[src/rtl/pio_pkg.sv]
package pio_pkg;

    localparam logic [2:0] ADR_CTRL   = 3'd0;
    localparam logic [2:0] ADR_DAT_LO = 3'd1;
    localparam logic [2:0] ADR_DAT_HI = 3'd2;
    localparam logic [2:0] ADR_OE_LO  = 3'd3;
    localparam logic [2:0] ADR_OE_HI  = 3'd4;
    localparam logic [2:0] ADR_IN_LO  = 3'd5;
    localparam logic [2:0] ADR_IN_HI  = 3'd6;

    localparam int CTRL_HOLD_BIT = 0;
    localparam int CTRL_LOOP_BIT = 1;

    localparam int NUM_SLOTS = 4;

    typedef enum logic [1:0] {
        ST_DIRECT     = 2'd0,
        ST_HELD_CLEAN = 2'd1,
        ST_HELD_DIRTY = 2'd2
    } pio_state_e;

endpackage

[src/rtl/pio_commit_fsm.sv]
module pio_commit_fsm
    import pio_pkg::*;
(
    input  logic clk,
    input  logic rst_n,
    input  logic wr_ctrl,
    input  logic ctrl_hold,
    input  logic wr_stage,
    input  logic wr_hi_data,
    output logic held,
    output logic commit
);

    pio_state_e state_q, state_d;

    always_ff @(posedge clk) begin
        if (!rst_n) state_q <= ST_DIRECT;
        else        state_q <= state_d;
    end

    always_comb begin
        state_d = state_q;
        unique case (state_q)
            ST_DIRECT: begin
                if (wr_ctrl && ctrl_hold) state_d = ST_HELD_CLEAN;
            end
            ST_HELD_CLEAN: begin
                if (wr_ctrl && !ctrl_hold) state_d = ST_DIRECT;
                else if (wr_stage)         state_d = ST_HELD_DIRTY;
            end
            ST_HELD_DIRTY: begin
                if (wr_ctrl && !ctrl_hold) state_d = ST_DIRECT;
                else if (wr_hi_data)       state_d = ST_HELD_CLEAN;
            end
            default: state_d = ST_DIRECT;
        endcase
    end

    always_comb begin
        held   = 1'b0;
        commit = 1'b0;
        unique case (state_q)
            ST_DIRECT: begin
                held = 1'b0;
            end
            ST_HELD_CLEAN: begin
                held   = 1'b1;
                commit = wr_hi_data;
            end
            ST_HELD_DIRTY: begin
                held   = 1'b1;
                commit = wr_hi_data || (wr_ctrl && !ctrl_hold);
            end
            default: held = 1'b0;
        endcase
    end


    hi_write_cleans_chk: assert property (@(posedge clk) disable iff (!rst_n)
        (state_q != ST_DIRECT && wr_hi_data) |=> state_q == ST_HELD_CLEAN);


    exit_to_direct_chk: assert property (@(posedge clk) disable iff (!rst_n)
        (state_q != ST_DIRECT && wr_ctrl && !ctrl_hold) |=> state_q == ST_DIRECT);

endmodule

[src/rtl/pio_sync2.sv]
module pio_sync2 #(
    parameter int WIDTH = 64
) (
    input  logic             clk,
    input  logic             rst_n,
    input  logic [WIDTH-1:0] din,
    output logic [WIDTH-1:0] dout
);

    logic [WIDTH-1:0] meta_q;
    logic [WIDTH-1:0] stab_q;
    logic [1:0]       warm_q;

    always_ff @(posedge clk) begin
        if (!rst_n) begin
            meta_q <= '0;
            stab_q <= '0;
            warm_q <= 2'd0;
        end else begin
            meta_q <= din;
            stab_q <= meta_q;
            if (warm_q != 2'd2) warm_q <= warm_q + 2'd1;
        end
    end

    assign dout = stab_q;


    sync_latency_chk: assert property (@(posedge clk) disable iff (!rst_n)
        (warm_q == 2'd2) |-> dout == $past(din, 2));

endmodule

[src/rtl/pio_pin_drive.sv]
module pio_pin_drive #(
    parameter int LINES = 64
) (
    input  logic [LINES-1:0] live_dat,
    input  logic [LINES-1:0] live_oe,
    input  logic             loopback,
    input  logic [LINES-1:0] pin_in,
    output logic [LINES-1:0] pin_out,
    output logic [LINES-1:0] pin_oe,
    output logic [LINES-1:0] in_src
);

    for (genvar i = 0; i < LINES; i++) begin : g_line
        assign pin_out[i] = live_dat[i];
        assign pin_oe[i]  = live_oe[i] & ~loopback;
        assign in_src[i]  = loopback ? (live_dat[i] | ~live_oe[i]) : pin_in[i];
    end

endmodule

[src/rtl/pio_bank64.sv]
module pio_bank64
    import pio_pkg::*;
#(
    parameter int HALF_W = 32
) (
    input  logic                clk,
    input  logic                rst_n,
    input  logic                reg_wr,
    input  logic [2:0]          reg_addr,
    input  logic [HALF_W-1:0]   reg_wdata,
    output logic [HALF_W-1:0]   reg_rdata,
    input  logic [2*HALF_W-1:0] pin_in,
    output logic [2*HALF_W-1:0] pin_out,
    output logic [2*HALF_W-1:0] pin_oe
);

    localparam int LINES = 2 * HALF_W;
    localparam int SLOT_DLO = 0;
    localparam int SLOT_DHI = 1;
    localparam int SLOT_OLO = 2;
    localparam int SLOT_OHI = 3;

    logic [HALF_W-1:0] stg_q  [NUM_SLOTS];
    logic [HALF_W-1:0] live_q [NUM_SLOTS];
    logic              loop_q;

    logic wr_ctrl, wr_stage, wr_hi_data;
    logic held, commit;
    logic [LINES-1:0] in_src, in_sync;

    assign wr_ctrl    = reg_wr && (reg_addr == ADR_CTRL);
    assign wr_hi_data = reg_wr && (reg_addr == ADR_DAT_HI);
    assign wr_stage   = reg_wr && ((reg_addr == ADR_DAT_LO) ||
                                   (reg_addr == ADR_OE_LO)  ||
                                   (reg_addr == ADR_OE_HI));

    pio_commit_fsm u_fsm (
        .clk        (clk),
        .rst_n      (rst_n),
        .wr_ctrl    (wr_ctrl),
        .ctrl_hold  (reg_wdata[CTRL_HOLD_BIT]),
        .wr_stage   (wr_stage),
        .wr_hi_data (wr_hi_data),
        .held       (held),
        .commit     (commit)
    );

    always_ff @(posedge clk) begin
        if (!rst_n) begin
            for (int s = 0; s < NUM_SLOTS; s++) begin
                stg_q[s]  <= '0;
                live_q[s] <= '0;
            end
            loop_q <= 1'b0;
        end else begin
            if (wr_ctrl) loop_q <= reg_wdata[CTRL_LOOP_BIT];
            for (int s = 0; s < NUM_SLOTS; s++) begin
                if (reg_wr && (reg_addr == 3'(s + 1))) stg_q[s] <= reg_wdata;
                if (commit) begin
                    if (s == SLOT_DHI && wr_hi_data) live_q[s] <= reg_wdata;
                    else                             live_q[s] <= stg_q[s];
                end else if (!held && reg_wr && (reg_addr == 3'(s + 1))) begin
                    live_q[s] <= reg_wdata;
                end
            end
        end
    end

    pio_pin_drive #(.LINES(LINES)) u_drive (
        .live_dat ({live_q[SLOT_DHI], live_q[SLOT_DLO]}),
        .live_oe  ({live_q[SLOT_OHI], live_q[SLOT_OLO]}),
        .loopback (loop_q),
        .pin_in   (pin_in),
        .pin_out  (pin_out),
        .pin_oe   (pin_oe),
        .in_src   (in_src)
    );

    pio_sync2 #(.WIDTH(LINES)) u_sync (
        .clk   (clk),
        .rst_n (rst_n),
        .din   (in_src),
        .dout  (in_sync)
    );

    always_comb begin
        reg_rdata = '0;
        case (reg_addr)
            ADR_CTRL: begin
                reg_rdata[CTRL_HOLD_BIT] = held;
                reg_rdata[CTRL_LOOP_BIT] = loop_q;
            end
            ADR_DAT_LO: reg_rdata = stg_q[SLOT_DLO];
            ADR_DAT_HI: reg_rdata = stg_q[SLOT_DHI];
            ADR_OE_LO:  reg_rdata = stg_q[SLOT_OLO];
            ADR_OE_HI:  reg_rdata = stg_q[SLOT_OHI];
            ADR_IN_LO:  reg_rdata = in_sync[HALF_W-1:0];
            ADR_IN_HI:  reg_rdata = in_sync[LINES-1:HALF_W];
            default:    reg_rdata = '0;
        endcase
    end


    stage_hold_chk: assert property (@(posedge clk) disable iff (!rst_n)
        (held && wr_stage) |=> ($stable(pin_out) && $stable(pin_oe)));


    commit_whole_chk: assert property (@(posedge clk) disable iff (!rst_n)
        (held && wr_hi_data) |=>
            (pin_out[HALF_W-1:0] == $past(stg_q[SLOT_DLO]) &&
             pin_out[LINES-1:HALF_W] == $past(reg_wdata)));


    direct_hi_chk: assert property (@(posedge clk) disable iff (!rst_n)
        (!held && wr_hi_data) |=> pin_out[LINES-1:HALF_W] == $past(reg_wdata));


    loop_quiet_chk: assert property (@(posedge clk) disable iff (!rst_n)
        (wr_ctrl && reg_wdata[CTRL_LOOP_BIT]) |=> pin_oe == '0);


    ignored_wr_chk: assert property (@(posedge clk) disable iff (!rst_n)
        (reg_wr && reg_addr >= ADR_IN_LO) |=> ($stable(pin_out) && $stable(pin_oe)));

endmodule

[config.mk]
export PLATFORM = sky130hd
export DESIGN_NAME = pio_bank64
export DESIGN_NICKNAME = d
export VERILOG_FILES = /design/src/rtl/pio_pkg.sv /design/src/rtl/pio_commit_fsm.sv /design/src/rtl/pio_sync2.sv /design/src/rtl/pio_pin_drive.sv /design/src/rtl/pio_bank64.sv
export SDC_FILE = /design/constraint.sdc
export NUM_CORES = 1
export LEC_CHECK = 0
export BUFFER_PORTS_ARGS = -buffer_cell sky130_fd_sc_hd__clkbuf_2
export CORE_MARGIN = 2
export CORE_UTILIZATION = 58
export CTS_BUF_LIST = sky130_fd_sc_hd__clkbuf_8
export DETAILED_ROUTE_END_ITERATION = 16
export PLACE_DENSITY = 0.78
export SYNTH_ARGS = -nofsm -noshare
export SYNTH_HDL_FRONTEND = slang
export SYNTH_SLANG_ARGS = --single-unit
[constraint.sdc]
create_clock -name clk -period 3.1 [get_ports clk]
set_clock_uncertainty 0.15 [all_clocks]
set_input_delay 0.31 -clock clk [delete_from_list [all_inputs] [get_ports clk]]
set_output_delay 0.31 -clock clk [all_outputs]
set_load 0.01 [all_outputs]
==> qor.txt, run 1 <==
Resize count post-CTS: 0
Post-Synthesis Cells: 1347
Startpoint Class: flop
Clock power frac: 37.2%
Rel. slew slack: 30.7%
Initial DRC count: 1496
Synth unique cells: 44
CP Capture Type: output pin
VDD IR max: 0.000403 V
P&R area growth vs syn: 23.8%
Core area: 27000 µm²
Number of CTS-inserted buffers: 58
Grt total ovfl: 0
Synth Cell Area: 16000 µm²
Antenna cells: 0
Initial antenna violation count: 1
Cell Area, Placed: 17700 µm²
Layout cell share with drive strength beyond 1: 23.7%
P per Cell Area: 568 nW/µm²
Kind of critical path: reg -> out
Syn Nets: 1453
I/O pin total: 262
Status: finished, final reports clean
Routability Congestion: 0.876
Via count: 12791
Final Hold Vio Count: 0
CP top delay family: multiplexers
Int Pwr: 0.00843 W
Drc violations: 0
Slowest stage cell, crit path: mux4_2
Vias in the first global route: 12405
Routed vias/inst: 6.19
Crit path buffers/inverters: 3
Max-slew violations: 0
Max-cap viol count: 0
Die height: 170 µm
Port Buffers: 261
CTS tree: done
P_sw: 0.00282 W
RSZ-0062 raised after global routing: false
Hold Crit Start: reg_wdata[18]
Starting Density: 59.2%
Combinational power share: 9.7%
GRT Total Usage: 32.4%
Seq pwr share: 53.2%
Final setup violation count: 0
DR pass1 iterations: 6
Worst EP arrival: 2.41 ns
Clock sink count: 387
Nets: 1783
First-pass GRT wire length: 70.8 mm
Leading cell type in the layout, fill and taps excluded: clkbuf_2
Clock Latency Late Sink: 0.60 ns
Post-synthesis sequential area ratio: 64.4%
Worst-Margin Slew: 1.04 ns
Row cnt: 60
Final setup TNS: 0 ns
Yosys warnings: 0
Leak pwr: 8.20 nW
FMAX: 348 MHz
Worst path max stage delay: 0.46 ns
Hold_ws: 0.0256 ns
Clock transition at the registers of the reported paths: 0.07 ns
Cell Chain, Critical Path: inv_1 > ha_1 > buf_4 > mux4_2 > nor2_1 > a21oi_1 > clkbuf_2
Switching Share: 25.1%
Post-DP HPWL: 28.6 mm
Tot Pwr: 0.0113 W
Critical Path RT: 2.64 ns
H-Tree Depth: 2
Worst Path Max Fanout: 6
Antenna-violating nets left: 0
Fin crit share: 92.7%
Syn avg cell area: 11.9 µm²
Reg2reg start: u_fsm.state_q[0]
Clk root buf: clkbuf_8
HP Class: in -> reg
Crit path from: u_fsm.state_q[0]
Finished Cell Area: 19800 µm²
Synthesis-stage register bit count: 387
WL final: 47.6 mm
Die area: 28900 µm²
Most frequent cells in the layout: 261 x clkbuf_2, 256 x edfxtp_1, 130 x dfxtp_1
Die X: 170 µm
Tmin final: 2.87 ns
Routed wire per std cell: 23.0 µm
CTS Buffer Depth: 3
Pin count of the biggest net entering global routing: 103
worst paths after layout:
| path | endpoint | slack [ns] | cells after the start |
|---|---|---|---|
| hold / removal | live_q[0][18] | 0.03 | 2 |
| setup / recovery | reg_rdata[0] | 0.23 | 7 |
| setup reg to reg | live_q[3][28] | 0.38 | 5 |
| hold reg to reg | u_sync.dout[26] | 0.28 | 1 |
routing by layer:
layer | track usage (%) | part of all wire, %
met1 | 42.9 | 38
met4 | 13.2 | 3.7
met5 | 0 | 0.027
met3 | 6.93 | 11
met2 | 52.4 | 47
cells in the mapped netlist (all sizes together):
cell / number / share of area (%)
a21oi: 35 / 1.1
a22o: 96 / 5.3
nand3b: 3 / 0.14
nand2: 79 / 1.9
nor3: 5 / 0.29
or2: 3 / 0.12
nor4b: 1 / 0.094
nand4bb: 1 / 0.070
and3b: 1 / 0.055
a22oi: 91 / 4.3
nand4b: 1 / 0.055
o21ai: 34 / 1.1
o32a: 1 / 0.063
and4: 1 / 0.055
mux4: 1 / 0.14
and2: 99 / 3.9
nand2b: 3 / 0.12
clkbuf: 93 / 2.2
a31oi: 1 / 0.078
ha: 4 / 0.31
buf: 26 / 0.86
o22ai: 64 / 2.5
mux2: 1 / 0.070
a221oi: 1 / 0.055
mux2i: 4 / 0.25
nand4: 1 / 0.13
edfxtp: 256 / 48
nand3: 64 / 2.0
nor3b: 1 / 0.078
nor2b: 69 / 2.7
inv: 5 / 0.12
o311a: 1 / 0.063
and2b: 1 / 0.063
a21boi: 1 / 0.047
a221o: 1 / 0.063
dfxtp: 131 / 16
and3: 95 / 3.7
nor2: 72 / 1.7
what timing repair did:
| action | in CTS | in global routing |
|---|---|---|
| buffers inserted | 0 | 0 |
| endpoints found under the hold margin | 215 | 0 |
| hold buffers | 94 | 0 |
power groups by stage:
stage | clock (W) | sequential (W) | combinational [W]
6_report | 0.00418 | 0.00598 | 0.00109
5_1_grt | 0.00441 | 0.00600 | 0.00116
4_1_cts | 0.00419 | 0.00597 | 0.00107
3_5_place_dp | 0 | 0.00608 | 0.000972
3_3_place_gp | 0 | 0.00607 | 0.000960
2_1_floorplan | 0 | 0.00602 | 0.000503
cell type report:
type                            count  area (µm²)
Fill cell                        1745        7220
Sequential cell                   387       10300
Multi-Input combinational cell    836        5260
Timing Repair Buffer              389        2590
Tap cell                          341         427
Clock inverter                     34         148
Clock buffer                       76        1050
Inverter                            5        18.8
metrics by stage:
step	setup slack [ns]	cells	utilization, %
final	0.228	2068	73.3
after global routing	0.152	2068	73.3
after CTS	0.215	2068	73.3
after detailed placement	0.440	1864	65.4
after global placement	0.484	1864	65.4
after floorplan	0.269	1347	-
logic make-up after synthesis:
group / Yosys count / synth area share, %
mux: 6 / 0.461
compound gates: 326 / 14.6
fa+ha+maj: 4 / 0.313
simple gates: 500 / 17.1
buf+inv: 124 / 3.16
flops: 387 / 64.4
sequential cells by signal, indices dropped and copies added, names as in the netlist:
name,count
u_fsm.state_q,2
stg_q,128
loop_q,1
u_sync.meta_q,64
u_sync.dout,64
live_q,128
Power figures use the tool's default switching activity.
==> run 2: changes to the inputs <==
- PLACE_DENSITY: 0.78 -> 0.82
==> run 2 against run 1 <==
Net effect: cell count increased by 0.53%; global-route usage is 0.99 points higher; highest routed layer is now met4; critical path depth unchanged; combinational power hardly changed; clock power about the same; flip-flop and latch count did not move; routed wire length rose by 3.1%; first-iteration DRC count is 11% higher; clock-buffer cell count decreased by 8; hold slack improved by 0.022 ns.
==> qor.txt, run 2 (synthesized netlist as in run 1, its figures left out) <==
Status: finished, final reports clean
Leak pwr: 8.23 nW
Worst EP arrival: 2.47 ns
Die X: 170 µm
Startpoint Class: flop
Reg2reg start: u_fsm.state_q[1]
WL final: 49.1 mm
Clk root buf: clkbuf_8
P per Cell Area: 569 nW/µm²
Worst Path Max Fanout: 6
Pin count of the biggest net entering global routing: 105
Routing usage on met3: 6.72%
Die height: 170 µm
Grt total ovfl: 0
Rel. slew slack: 33.4%
Clock Latency Late Sink: 0.63 ns
First-pass GRT wire length: 73.1 mm
Routed wire per std cell: 23.6 µm
Worst Hold End: live_q[1][11]
P&R area growth vs syn: 24.0%
Routability Congestion: 0.906
Met1 usage in global routing: 44.1%
Filler Cells Inserted: 1704
Tot Pwr: 0.0113 W
Slowest stage cell, crit path: mux4_2
Register Area: 10300 µm²
Post-DP HPWL: 29.9 mm
Setup Buffers After CTS: 0
Row cnt: 60
Area of the multi-input gates: 5260 µm²
Final setup TNS: 0 ns
Worst-Margin Slew: 0.999 ns
Routed vias/inst: 6.35
Port Buffers: 261
Vias in the first global route: 12719
HP Class: in -> reg
RSZ-0062 raised after global routing: false
Max-cap viol count: 0
Final Hold Vio Count: 0
Initial DRC count: 1665
GRT Total Usage: 33.4%
Drc violations: 0
Initial antenna violation count: 0
Worst hold stages: 2
Worst reg-to-reg path cell count: 5
Starting Density: 59.2%
Number of CTS-inserted buffers: 59
Worst path max stage delay: 0.47 ns
Max-slew violations: 0
Cell Chain, Critical Path: inv_1 > ha_1 > buf_4 > mux4_2 > nor2_1 > a21oi_1 > clkbuf_2
Clock transition at the registers of the reported paths: 0.07 ns
Layout cell share with drive strength beyond 1: 23.9%
Most frequent cells in the layout: 261 x clkbuf_2, 256 x edfxtp_1, 130 x dfxtp_1
Count of hold-fix buffers inserted at cts: 96
Critical Path RT: 2.64 ns
GRT busiest layer: met2
Via count: 13193
Final setup violation count: 0
H-Tree Depth: 2
FMAX: 342 MHz
Fin crit share: 94.4%
CTS Buffer Depth: 3
Clock sink count: 387
Kind of critical path: reg -> out
Core area: 27000 µm²
CP Capture Type: output pin
Antenna cells: 0
Nets: 1794
Resize count post-CTS: 0
DR pass1 iterations: 7
CTS tree: done
Die area: 28900 µm²
I/O pin total: 262
Largest regs: live_q x128, stg_q x128
Worst r2r dst: live_q[2][30]
Leading cell type in the layout, fill and taps excluded: clkbuf_2
Hold Crit Start: rst_n
Tmin final: 2.93 ns
VDD IR max: 0.000349 V
Setup slack, reg-to-reg: 0.40 ns
M2 GR Usage: 52.9%
Antenna-violating nets left: 0
run 2: cell count changes in the layout (fill, tap and decap cells not counted):
| cell | before | now |
|---|---|---|
| inv_1 | 25 | 24 |
| clkbuf_8 | 76 | 68 |
| dlygate4sd3_1 | 94 | 96 |
| clkinv_1 | 4 | 8 |
| buf_12 | 7 | 5 |
| bufinv_16 | 0 | 2 |
| buf_4 | 27 | 37 |
| and2_1 | 98 | 99 |
| and2_2 | 1 | 0 |
| clkinv_2 | 7 | 11 |
run 2: how the worst max path moves through the flow:
stage                startpoint             to  slack (ns)  cells past startpoint
4_1_cts        u_fsm.state_q[0]   reg_rdata[0]        0.18                      7
2_1_floorplan  u_fsm.state_q[0]   live_q[1][0]        0.27                      6
3_3_place_gp        reg_addr[1]  reg_rdata[24]        0.47                      8
3_5_place_dp        reg_addr[1]  live_q[3][15]        0.42                      5
5_1_grt        u_fsm.state_q[0]   reg_rdata[0]        0.13                      7
6_report       u_fsm.state_q[0]   reg_rdata[0]        0.17                      7
run 2: final cells by class:
| cell class | count | share of cell area (%) |
|---|---|---|
| inverters | 5 | 0.0946 |
| flip-flops and latches | 387 | 52.0 |
| multi-input cells | 836 | 26.5 |
| clock inverters | 43 | 1.20 |
| clock buffers | 68 | 4.72 |
| well taps | 341 | 2.15 |
| repair buffers | 399 | 13.3 |
run 2: layer usage:
layer	share of wire, %	routed length (µm)
met3	13	6170
met4	4.7	2300
met2	47	22900
met1	36	17800
met5	0	0
run 2: stage by stage:
stage               cells  hold slack [ns]  setup WS [ns]  area [µm²]  util, %
floorplan            1347            0.262          0.269       16000        -
global placement     1872            0.263          0.474       17700     65.5
detailed placement   1872            0.268          0.421       17700     65.5
CTS                  2079           0.0219          0.182       19800     73.4
global route         2079           0.0553          0.132       19800     73.4
finish               2079           0.0473          0.172       19800     73.4
run 2: where the power goes:
part	leakage, nW	internal, W	switching (W)
Combinational	3.90	0.000438	0.000675
Clock	0.685	0.00217	0.00202
Sequential	3.65	0.00580	0.000185
run 2: worst max-delay path: cells and delay by family, from the launching register on:
| family | cells | cell delay [ns] |
|---|---|---|
| buffers and inverters | 3 | 0.46 |
| AND/OR/NAND/NOR | 1 | 0.10 |
| flip-flops | 1 | 0.40 |
| adder cells (fa/ha/maj) | 1 | 0.35 |
| AO/OA/AOI/OAI | 1 | 0.09 |
| multiplexers | 1 | 0.47 |
